==> src/rtl/dbg_trig_pkg.sv <==
// Shared register codes, layout codes and helpers for the debug trigger bank.
// Assumes control words are at least 32 bits wide.
package dbg_trig_pkg;

    typedef enum logic [2:0] {
        REG_INDEX = 3'd0,
        REG_CTRL  = 3'd1,
        REG_CMP   = 3'd2,
        REG_AUX   = 3'd3,
        REG_CAPS  = 3'd4
    } csr_reg_e;

    localparam logic [3:0] LAYOUT_HOST = 4'd2;
    localparam logic [3:0] LAYOUT_EXT  = 4'd6;

    localparam int BIT_LOAD  = 0;
    localparam int BIT_STORE = 1;
    localparam int BIT_EXEC  = 2;
    localparam int BIT_HPRIV = 3;
    localparam int BIT_GPRIV = 23;

    // Size codes that stay as written: any, 1, 2, 4 and 8 bytes.
    function automatic logic size_code_ok(input logic [3:0] code);
        return (code <= 4'd3) || (code == 4'd5);
    endfunction

endpackage

==> src/rtl/dbg_trig_slot.sv <==
// One address-match trigger: holds the legalized control word and the compare
// word, and flags a same-cycle hit on a fetch or a data access.
// Assumes the caller decodes the register port and steers the write enables.
module dbg_trig_slot
    import dbg_trig_pkg::*;
#(
    parameter int XLEN = 32
) (
    input  logic            clk,
    input  logic            rst_n,
    input  logic            ctrl_we,
    input  logic            cmp_we,
    input  logic [XLEN-1:0] wdata,
    input  logic            fetch_vld,
    input  logic [XLEN-1:0] fetch_pc,
    input  logic            mem_vld,
    input  logic            mem_store,
    input  logic [XLEN-1:0] mem_addr,
    input  logic [1:0]      priv,
    input  logic            virt,
    output logic [XLEN-1:0] ctrl_q,
    output logic [XLEN-1:0] cmp_q,
    output logic            hit
);

    localparam logic [XLEN-1:0] TYPE_MASK = {4'hF, {(XLEN-4){1'b0}}};
    localparam logic [XLEN-1:0] BASE_KEEP = TYPE_MASK | XLEN'(32'h0000_005F);
    localparam logic [XLEN-1:0] SIZE2_HI  = (XLEN > 32) ? XLEN'(32'h0060_0000) : '0;
    localparam logic [XLEN-1:0] KEEP_HOST = BASE_KEEP | XLEN'(32'h0003_0000) | SIZE2_HI;
    localparam logic [XLEN-1:0] KEEP_EXT  = BASE_KEEP | XLEN'(32'h018F_0000);
    localparam logic [XLEN-1:0] RESET_CTRL = {LAYOUT_HOST, {(XLEN-4){1'b0}}};

    logic [3:0]      wr_type;
    logic            wr_is_ext;
    logic            wr_accept;
    logic [XLEN-1:0] wr_masked;
    logic [XLEN-1:0] wr_legal;
    logic            is_ext;
    logic            priv_ok;
    logic            exec_hit;
    logic            data_hit;

    // Purpose: clear unimplemented fields and unsupported size codes of a write.
    always_comb begin
        wr_type   = wdata[XLEN-1 -: 4];
        wr_is_ext = (wr_type == LAYOUT_EXT);
        wr_accept = (wr_type == LAYOUT_HOST) || wr_is_ext;
        wr_masked = wdata & (wr_is_ext ? KEEP_EXT : KEEP_HOST);
        wr_legal  = wr_masked;
        if (wr_is_ext) begin
            if (!size_code_ok(wr_masked[19:16])) begin
                wr_legal[19:16] = 4'd0;
            end
        end else if (!size_code_ok({wr_masked[22:21], wr_masked[17:16]})) begin
            wr_legal[22:21] = 2'd0;
            wr_legal[17:16] = 2'd0;
        end
    end

    // Purpose: hold the control word; writes of unsupported layouts are dropped.
    always_ff @(posedge clk) begin
        if (!rst_n) begin
            ctrl_q <= RESET_CTRL;
        end else if (ctrl_we && wr_accept) begin
            ctrl_q <= wr_legal;
        end
    end

    // Purpose: hold the compare address.
    always_ff @(posedge clk) begin
        if (!rst_n) begin
            cmp_q <= '0;
        end else if (cmp_we) begin
            cmp_q <= wdata;
        end
    end

    // Purpose: decide whether the current privilege and guest state enable this trigger.
    always_comb begin
        is_ext  = (ctrl_q[XLEN-1 -: 4] == LAYOUT_EXT);
        priv_ok = 1'b0;
        if (virt) begin
            if (is_ext) begin
                case (priv)
                    2'd0:    priv_ok = ctrl_q[BIT_GPRIV];
                    2'd1:    priv_ok = ctrl_q[BIT_GPRIV + 1];
                    default: priv_ok = 1'b0;
                endcase
            end
        end else begin
            case (priv)
                2'd0:    priv_ok = ctrl_q[BIT_HPRIV];
                2'd1:    priv_ok = ctrl_q[BIT_HPRIV + 1];
                2'd3:    priv_ok = ctrl_q[BIT_HPRIV + 3];
                default: priv_ok = 1'b0;
            endcase
        end
    end

    // Purpose: compare fetch and data addresses against the compare word.
    always_comb begin
        exec_hit = fetch_vld && ctrl_q[BIT_EXEC] && (fetch_pc == cmp_q);
        data_hit = mem_vld && (mem_addr == cmp_q) &&
                   (mem_store ? ctrl_q[BIT_STORE] : ctrl_q[BIT_LOAD]);
        hit      = priv_ok && (exec_hit || data_hit);
    end

endmodule

==> src/rtl/dbg_trig_prio.sv <==
// Fixed-priority picker: reports whether any trigger hit and the lowest index.
// Assumes IW is wide enough to hold N-1.
module dbg_trig_prio #(
    parameter int N  = 4,
    parameter int IW = 2
) (
    input  logic [N-1:0]  hits,
    output logic          any_hit,
    output logic [IW-1:0] first_idx
);

    // Purpose: scan from the top so the lowest set index is the one kept.
    always_comb begin
        any_hit   = |hits;
        first_idx = '0;
        for (int i = N - 1; i >= 0; i--) begin
            if (hits[i]) begin
                first_idx = IW'(i);
            end
        end
    end

endmodule

==> src/rtl/dbg_trig_bank.sv <==
// Debug trigger bank: index register, a row of address-match triggers, the
// register read mux and the breakpoint priority picker.
// Assumes single-cycle register access with combinational read data.
module dbg_trig_bank
    import dbg_trig_pkg::*;
#(
    parameter  int XLEN     = 32,
    parameter  int NUM_TRIG = 4,
    localparam int IDXW     = (NUM_TRIG > 1) ? $clog2(NUM_TRIG) : 1
) (
    input  logic            clk,
    input  logic            rst_n,
    input  logic            csr_wr,
    input  logic [2:0]      csr_sel,
    input  logic [XLEN-1:0] csr_wdata,
    output logic [XLEN-1:0] csr_rdata,
    input  logic            fetch_vld,
    input  logic [XLEN-1:0] fetch_pc,
    input  logic            mem_vld,
    input  logic            mem_store,
    input  logic [XLEN-1:0] mem_addr,
    input  logic [1:0]      priv,
    input  logic            virt,
    output logic            brk_req,
    output logic [IDXW-1:0] brk_idx
);

    localparam logic [XLEN-1:0] CAPS_WORD = XLEN'((1 << LAYOUT_HOST) | (1 << LAYOUT_EXT));

    logic [IDXW-1:0]     sel_q;
    logic [NUM_TRIG-1:0] hit_vec;
    logic [XLEN-1:0]     ctrl_arr [NUM_TRIG];
    logic [XLEN-1:0]     cmp_arr  [NUM_TRIG];
    logic                wr_ctrl;
    logic                wr_cmp;

    assign wr_ctrl = csr_wr && (csr_sel == REG_CTRL);
    assign wr_cmp  = csr_wr && (csr_sel == REG_CMP);

    // Purpose: hold the selected trigger index, ignoring out-of-range writes.
    always_ff @(posedge clk) begin
        if (!rst_n) begin
            sel_q <= '0;
        end else if (csr_wr && (csr_sel == REG_INDEX) && (csr_wdata < XLEN'(NUM_TRIG))) begin
            sel_q <= csr_wdata[IDXW-1:0];
        end
    end

    for (genvar g = 0; g < NUM_TRIG; g++) begin : g_slot
        dbg_trig_slot #(.XLEN(XLEN)) u_slot (
            .clk       (clk),
            .rst_n     (rst_n),
            .ctrl_we   (wr_ctrl && (sel_q == IDXW'(g))),
            .cmp_we    (wr_cmp && (sel_q == IDXW'(g))),
            .wdata     (csr_wdata),
            .fetch_vld (fetch_vld),
            .fetch_pc  (fetch_pc),
            .mem_vld   (mem_vld),
            .mem_store (mem_store),
            .mem_addr  (mem_addr),
            .priv      (priv),
            .virt      (virt),
            .ctrl_q    (ctrl_arr[g]),
            .cmp_q     (cmp_arr[g]),
            .hit       (hit_vec[g])
        );
    end

    dbg_trig_prio #(.N(NUM_TRIG), .IW(IDXW)) u_prio (
        .hits      (hit_vec),
        .any_hit   (brk_req),
        .first_idx (brk_idx)
    );

    // Purpose: return the addressed register word.
    always_comb begin
        case (csr_sel)
            REG_INDEX: csr_rdata = XLEN'(sel_q);
            REG_CTRL:  csr_rdata = ctrl_arr[sel_q];
            REG_CMP:   csr_rdata = cmp_arr[sel_q];
            REG_CAPS:  csr_rdata = CAPS_WORD;
            default:   csr_rdata = '0;
        endcase
    end

endmodule

==> config.mk <==
export PLATFORM = sky130hd
export DESIGN_NAME = dbg_trig_bank
export DESIGN_NICKNAME = d
export VERILOG_FILES = /design/src/rtl/dbg_trig_pkg.sv /design/src/rtl/dbg_trig_slot.sv /design/src/rtl/dbg_trig_prio.sv /design/src/rtl/dbg_trig_bank.sv
export SDC_FILE = /design/constraint.sdc
export NUM_CORES = 1
export LEC_CHECK = 0
export ABC_AREA = 1
export BUFFER_PORTS_ARGS = -buffer_cell sky130_fd_sc_hd__buf_2
export CAP_MARGIN = 10
export CORE_MARGIN = 5
export CORE_UTILIZATION = 35
export CTS_CLUSTER_DIAMETER = 30
export DETAILED_ROUTE_END_ITERATION = 7
export GPL_TIMING_DRIVEN = 0
export HOLD_SLACK_MARGIN = 0.08
export PLACE_DENSITY = 0.56
export RECOVER_POWER = 50
export SKIP_LAST_GASP = 1
export SLEW_MARGIN = 20
export SYNTH_ARGS = -nofsm -noshare
export SYNTH_HDL_FRONTEND = slang
export SYNTH_SLANG_ARGS = --single-unit
export TNS_END_PERCENT = 20
==> constraint.sdc <==
create_clock -name clk -period 2.8 [get_ports clk]
set_input_delay 0.7 -clock clk [delete_from_list [all_inputs] [get_ports clk]]
set_output_delay 0.7 -clock clk [all_outputs]
set_load 0.005 [all_outputs]
==> implementation parameters <==
Parameter                              Value

Hold path
  Hold path depth ... 2
  Min-delay src ... g_slot[0].u_slot.ctrl_q[19]
  Worst hold endpoint ... g_slot[0].u_slot.ctrl_q[19]
  Path class of the lowest-slack min-delay path ... reg2reg

Placement
  Port buffer count ... ~140
  Dpl cells ... 2383
  Standard cell area after detailed placement ... 0.0129 mm²
  Worst slack at placement ... -0.840 ns
  Estimated wirelength of the detail-placed design ... 66100 µm
  Placer's final routability congestion estimate ... 1.10

Timing
  Unrepaired setup endpoints after global routing ... yes
  Hold Worst Slack ... 0.447 ns
  Max_slew headroom ... 0.179
  Ratio of final minimum period to clock period ... 1.11
  Final critical path time including I/O delays and setup ... between 3 and 4 ns
  Slew at the pin closest to its max-slew limit ... 1.23 ns
  Worst-case setup margin in the final layout ... -0.311 ns
  Peak Freq ... 0.321 GHz
  Final hold vios ... 0
  Slew Viols, Final ... 0
  Final clock skew ... 0.0134 ns
  Number of failing setup endpoints in the final timing report ... 131
  Final TNS setup ... -12.42 ns

GRT
  Met1 Track Usage GR ... 0.531
  Peak-usage layer in the global routing report ... met2
  Total routing usage reported by global routing ... 0.443
  Global routing usage on met3 ... 0.129
  Maximum number of pins on one net before global-route repair ... 20
  Grt total ovfl ... 0
  First-pass GRT wire length ... 113000 µm
  Vias in the first global route ... 14700
  Met2 GRT Util ... 0.677
  Antenna violations before repair ... 6

Clock tree
  Clock tree from TritonCTS ... built
  Clock sinks ... 194
  Number of buffers added by the clock tree synthesis step ... 17
  Post-CTS clock slew at the launch and capture registers of the worst setup and hold paths ... 0.08 ns
  H-tree lvl count ... 4
  Master cell of the clock root buffer ... sky130_fd_sc_hd__clkbuf_16
  Skew-Pair Late Insertion Delay ... 0.49 ns
  Clock Path Buffers ... 2

Worst setup path
  Critical setup path kind ... in2reg
  Slowest cell on the critical path ... sky130_fd_sc_hd__nor2_1
  Cell-by-cell trace of the critical path ... clkbuf_1 > inv_1 > nor3_4 > clkbuf_2 > inv_4 > nor2_1 > inv_4 > nor2_4 > inv_1 > clkbuf_2 > a21oi_1
  CP startpoint kind ... input pin
  Cell family with the largest share of critical-path delay ... buffers and inverters
  Startpoint of the worst-slack reg-to-reg timing path ... sel_q[1]
  Max FO, Critical Path ... 10
  Worst EP required ... 3.15 ns
  Arrival time at the worst endpoint ... 3.46 ns
  WP buf/inv ... 7
  Element type at the critical path end ... flip-flop
  R2R cell count ... 7
  Endpoint of the lowest-slack register-to-register path ... g_slot[3].u_slot.ctrl_q[18]
  Setup slack on the worst flop-to-flop path ... between 0.5 and 0.6 ns
  Crit path largest cell delay ... ~0.48 ns

Detailed routing
  Detailed-router iteration count before antenna repair ... 6
  Via-to-Cell Ratio ... 6.27
  Drt initial violations ... roughly 2100
  DRT antenna net count ... 0
  Per-cell routed wire length ... 34.1 µm
  WL final ... ~84000 µm
  Vias ... approximately 15000
  DRC viols ... 0

Synthesis
  Number of warnings printed during yosys synthesis ... 0
  Area of the mapped netlist ... roughly 0.012 mm²
  Post-synth ARST share ... 0
  Sequential-to-total area share from yosys stat ... 0.333
  Net count after synthesis ... 1914
  Post-synth EDFFs ... 0
  Number of distinct library cell variants in the gate-level netlist after synthesis ... 38
  Average footprint of a synthesized cell ... 6.46 µm²
  Number of standard cells after synthesis ... about 1800
  Flops & latches, synth ... 194
  Primary FF master, synth ... sky130_fd_sc_hd__dfxtp_1

Pwr
  Internal Power ... 4.31 mW
  Leakage Power ... 5.99 nW
  Combinational power share ... 0.155
  Share of power burned in the clock network ... 0.413
  VDD IR max ... 0.474 mV
  Flop pwr share ... 0.432
  Overall power after layout ... between 6 and 7 mW
  Fraction of power spent switching nets ... 0.330
  Net switching power of the design ... 2.13 mW
  Power per standard cell area ... 432 mW/mm²

Final layout
  Number of nets in the layout ... around 2100
  Final std cell area, no fill ... 0.0149 mm²
  Layout Utilization ... 0.456
  Fillers ... 3588
  Leading cell type in the layout, fill and taps excluded ... sky130_fd_sc_hd__nand2_1
  Fin cells ... 2456
  Share of cells above drive strength 1 ... 0.256
  Leading cell types in the layout, fill and taps excluded ... 328 x sky130_fd_sc_hd__nand2_1, 218 x sky130_fd_sc_hd__inv_1, 178 x sky130_fd_sc_hd__o21ai_0
  Synthesis-to-finish area growth ... 27.7%

Die
  Height of the chip ... roughly 190 µm
  Die area ... 0.0371 mm²
  Die Wd ... between 150 and 200 µm
  Initial core utilization ... 0.357
  Boundary pin count ... 143
  Core Rows ... 66
  Placeable Area ... between 0.03 and 0.04 mm²

Run
  Max-cap check violation count ... 0

Status
  Run status ... finished, violations left
  Failing checks ... negative setup slack
==> logic make-up (layout without fill, tap and decap cells) <==
group                     count (synthesis)  count (layout)  synth area share
xor gates and xnor gates                 57              57            0.0428
DFF                                     194             194             0.333
AOI/OAI and AO/OA                       550             550             0.273
buffers and inverters                   346             550             0.115
other                                     0               4                 0
and+or+nand+nor                         659             659             0.236
==> layer usage <==
layer / vias up / routed length [µm]
met5: - / 36
met2: 1234 / 35800
met4: 6 / 7780
li1: 6453 / -
met1: 7319 / 30700
met3: 380 / 9350
==> area by class of cell <==
type	instances	area, µm²	area share
Timing Repair Buffer	174	1050	0.0708
Inverter	276	1090	0.0734
Tap cell	442	553	0.0371
Sequential cell	194	4020	0.269
Clock buffer	19	433	0.0290
Multi-Input combinational cell	1266	7170	0.481
Buffer	68	409	0.0275
Clock inverter	13	161	0.0108
Antenna cell	4	10.0	0.000672
==> power groups by stage <==
stage                     Clock, mW  Combinational (mW)  Sequential (mW)
after CTS                      2.64               0.937             2.78
after floorplan                   0               0.375             2.85
after detailed placement          0               0.852             2.86
after global placement            0               0.856             2.86
after global routing           2.74                1.01             2.78
final                          2.66               0.996             2.78
==> synth_stat cells (all sizes together) (2+ instances only) <==
cell type    n  area, µm²
nand2      379       1430
inv        275       1040
o21ai      208       1040
dfxtp      194       3880
nor2       168        679
a21oi      148        741
o22ai       99        619
xnor2       50        438
clkbuf      46        173
nand3       45        225
nand4       36        225
a22oi       27        203
o221ai      26        228
buf         24        134
a221oi      16        140
nor3        15       97.6
a22o        11       96.3
o211ai      11       82.6
nor4         7       43.8
xor2         7       61.3
or2          6       37.5
o32ai        2       17.5
==> registers in the layout (all words and copies together) (netlist names) <==
| register | flops |
|---|---|
| sel_q | 2 |
| g_slot.u_slot.ctrl_q | 64 |
| g_slot.u_slot.cmp_q | 128 |
==> repair_timing <==
action                                  4_1_cts  5_1_grt
pin swaps                                    49       43
endpoints found under the setup margin       35       35
hold buffers                                  0        0
gates resized for setup                     317       98
buffers inserted                             30        8
hold endpoints to repair                      0        0
gates cloned                                  1        0
==> worst max path at each step <==
stage                                    start                    endpoint  slack (ns)  depth (start not counted)
floorplan                         mem_addr[31]                  brk_idx[0]        0.38                         13
global placement                  mem_addr[28]                  brk_idx[1]       -0.82                         15
detailed placement                mem_addr[28]                  brk_idx[1]       -0.84                         15
CTS                 g_slot[2].u_slot.cmp_q[25]                  brk_idx[1]       -0.20                         13
global route        g_slot[3].u_slot.cmp_q[29]                  brk_idx[0]       -0.35                         12
finish                              csr_sel[1]  g_slot[2].u_slot.cmp_q[27]       -0.31                         11
==> tightest hold or removal path: cells and delay by family, from the launching register on <==
kind             cells  cell delay [ns]
DFF                  1             0.32
and+or+nand+nor      2             0.09
Power figures use the tool's default switching activity.
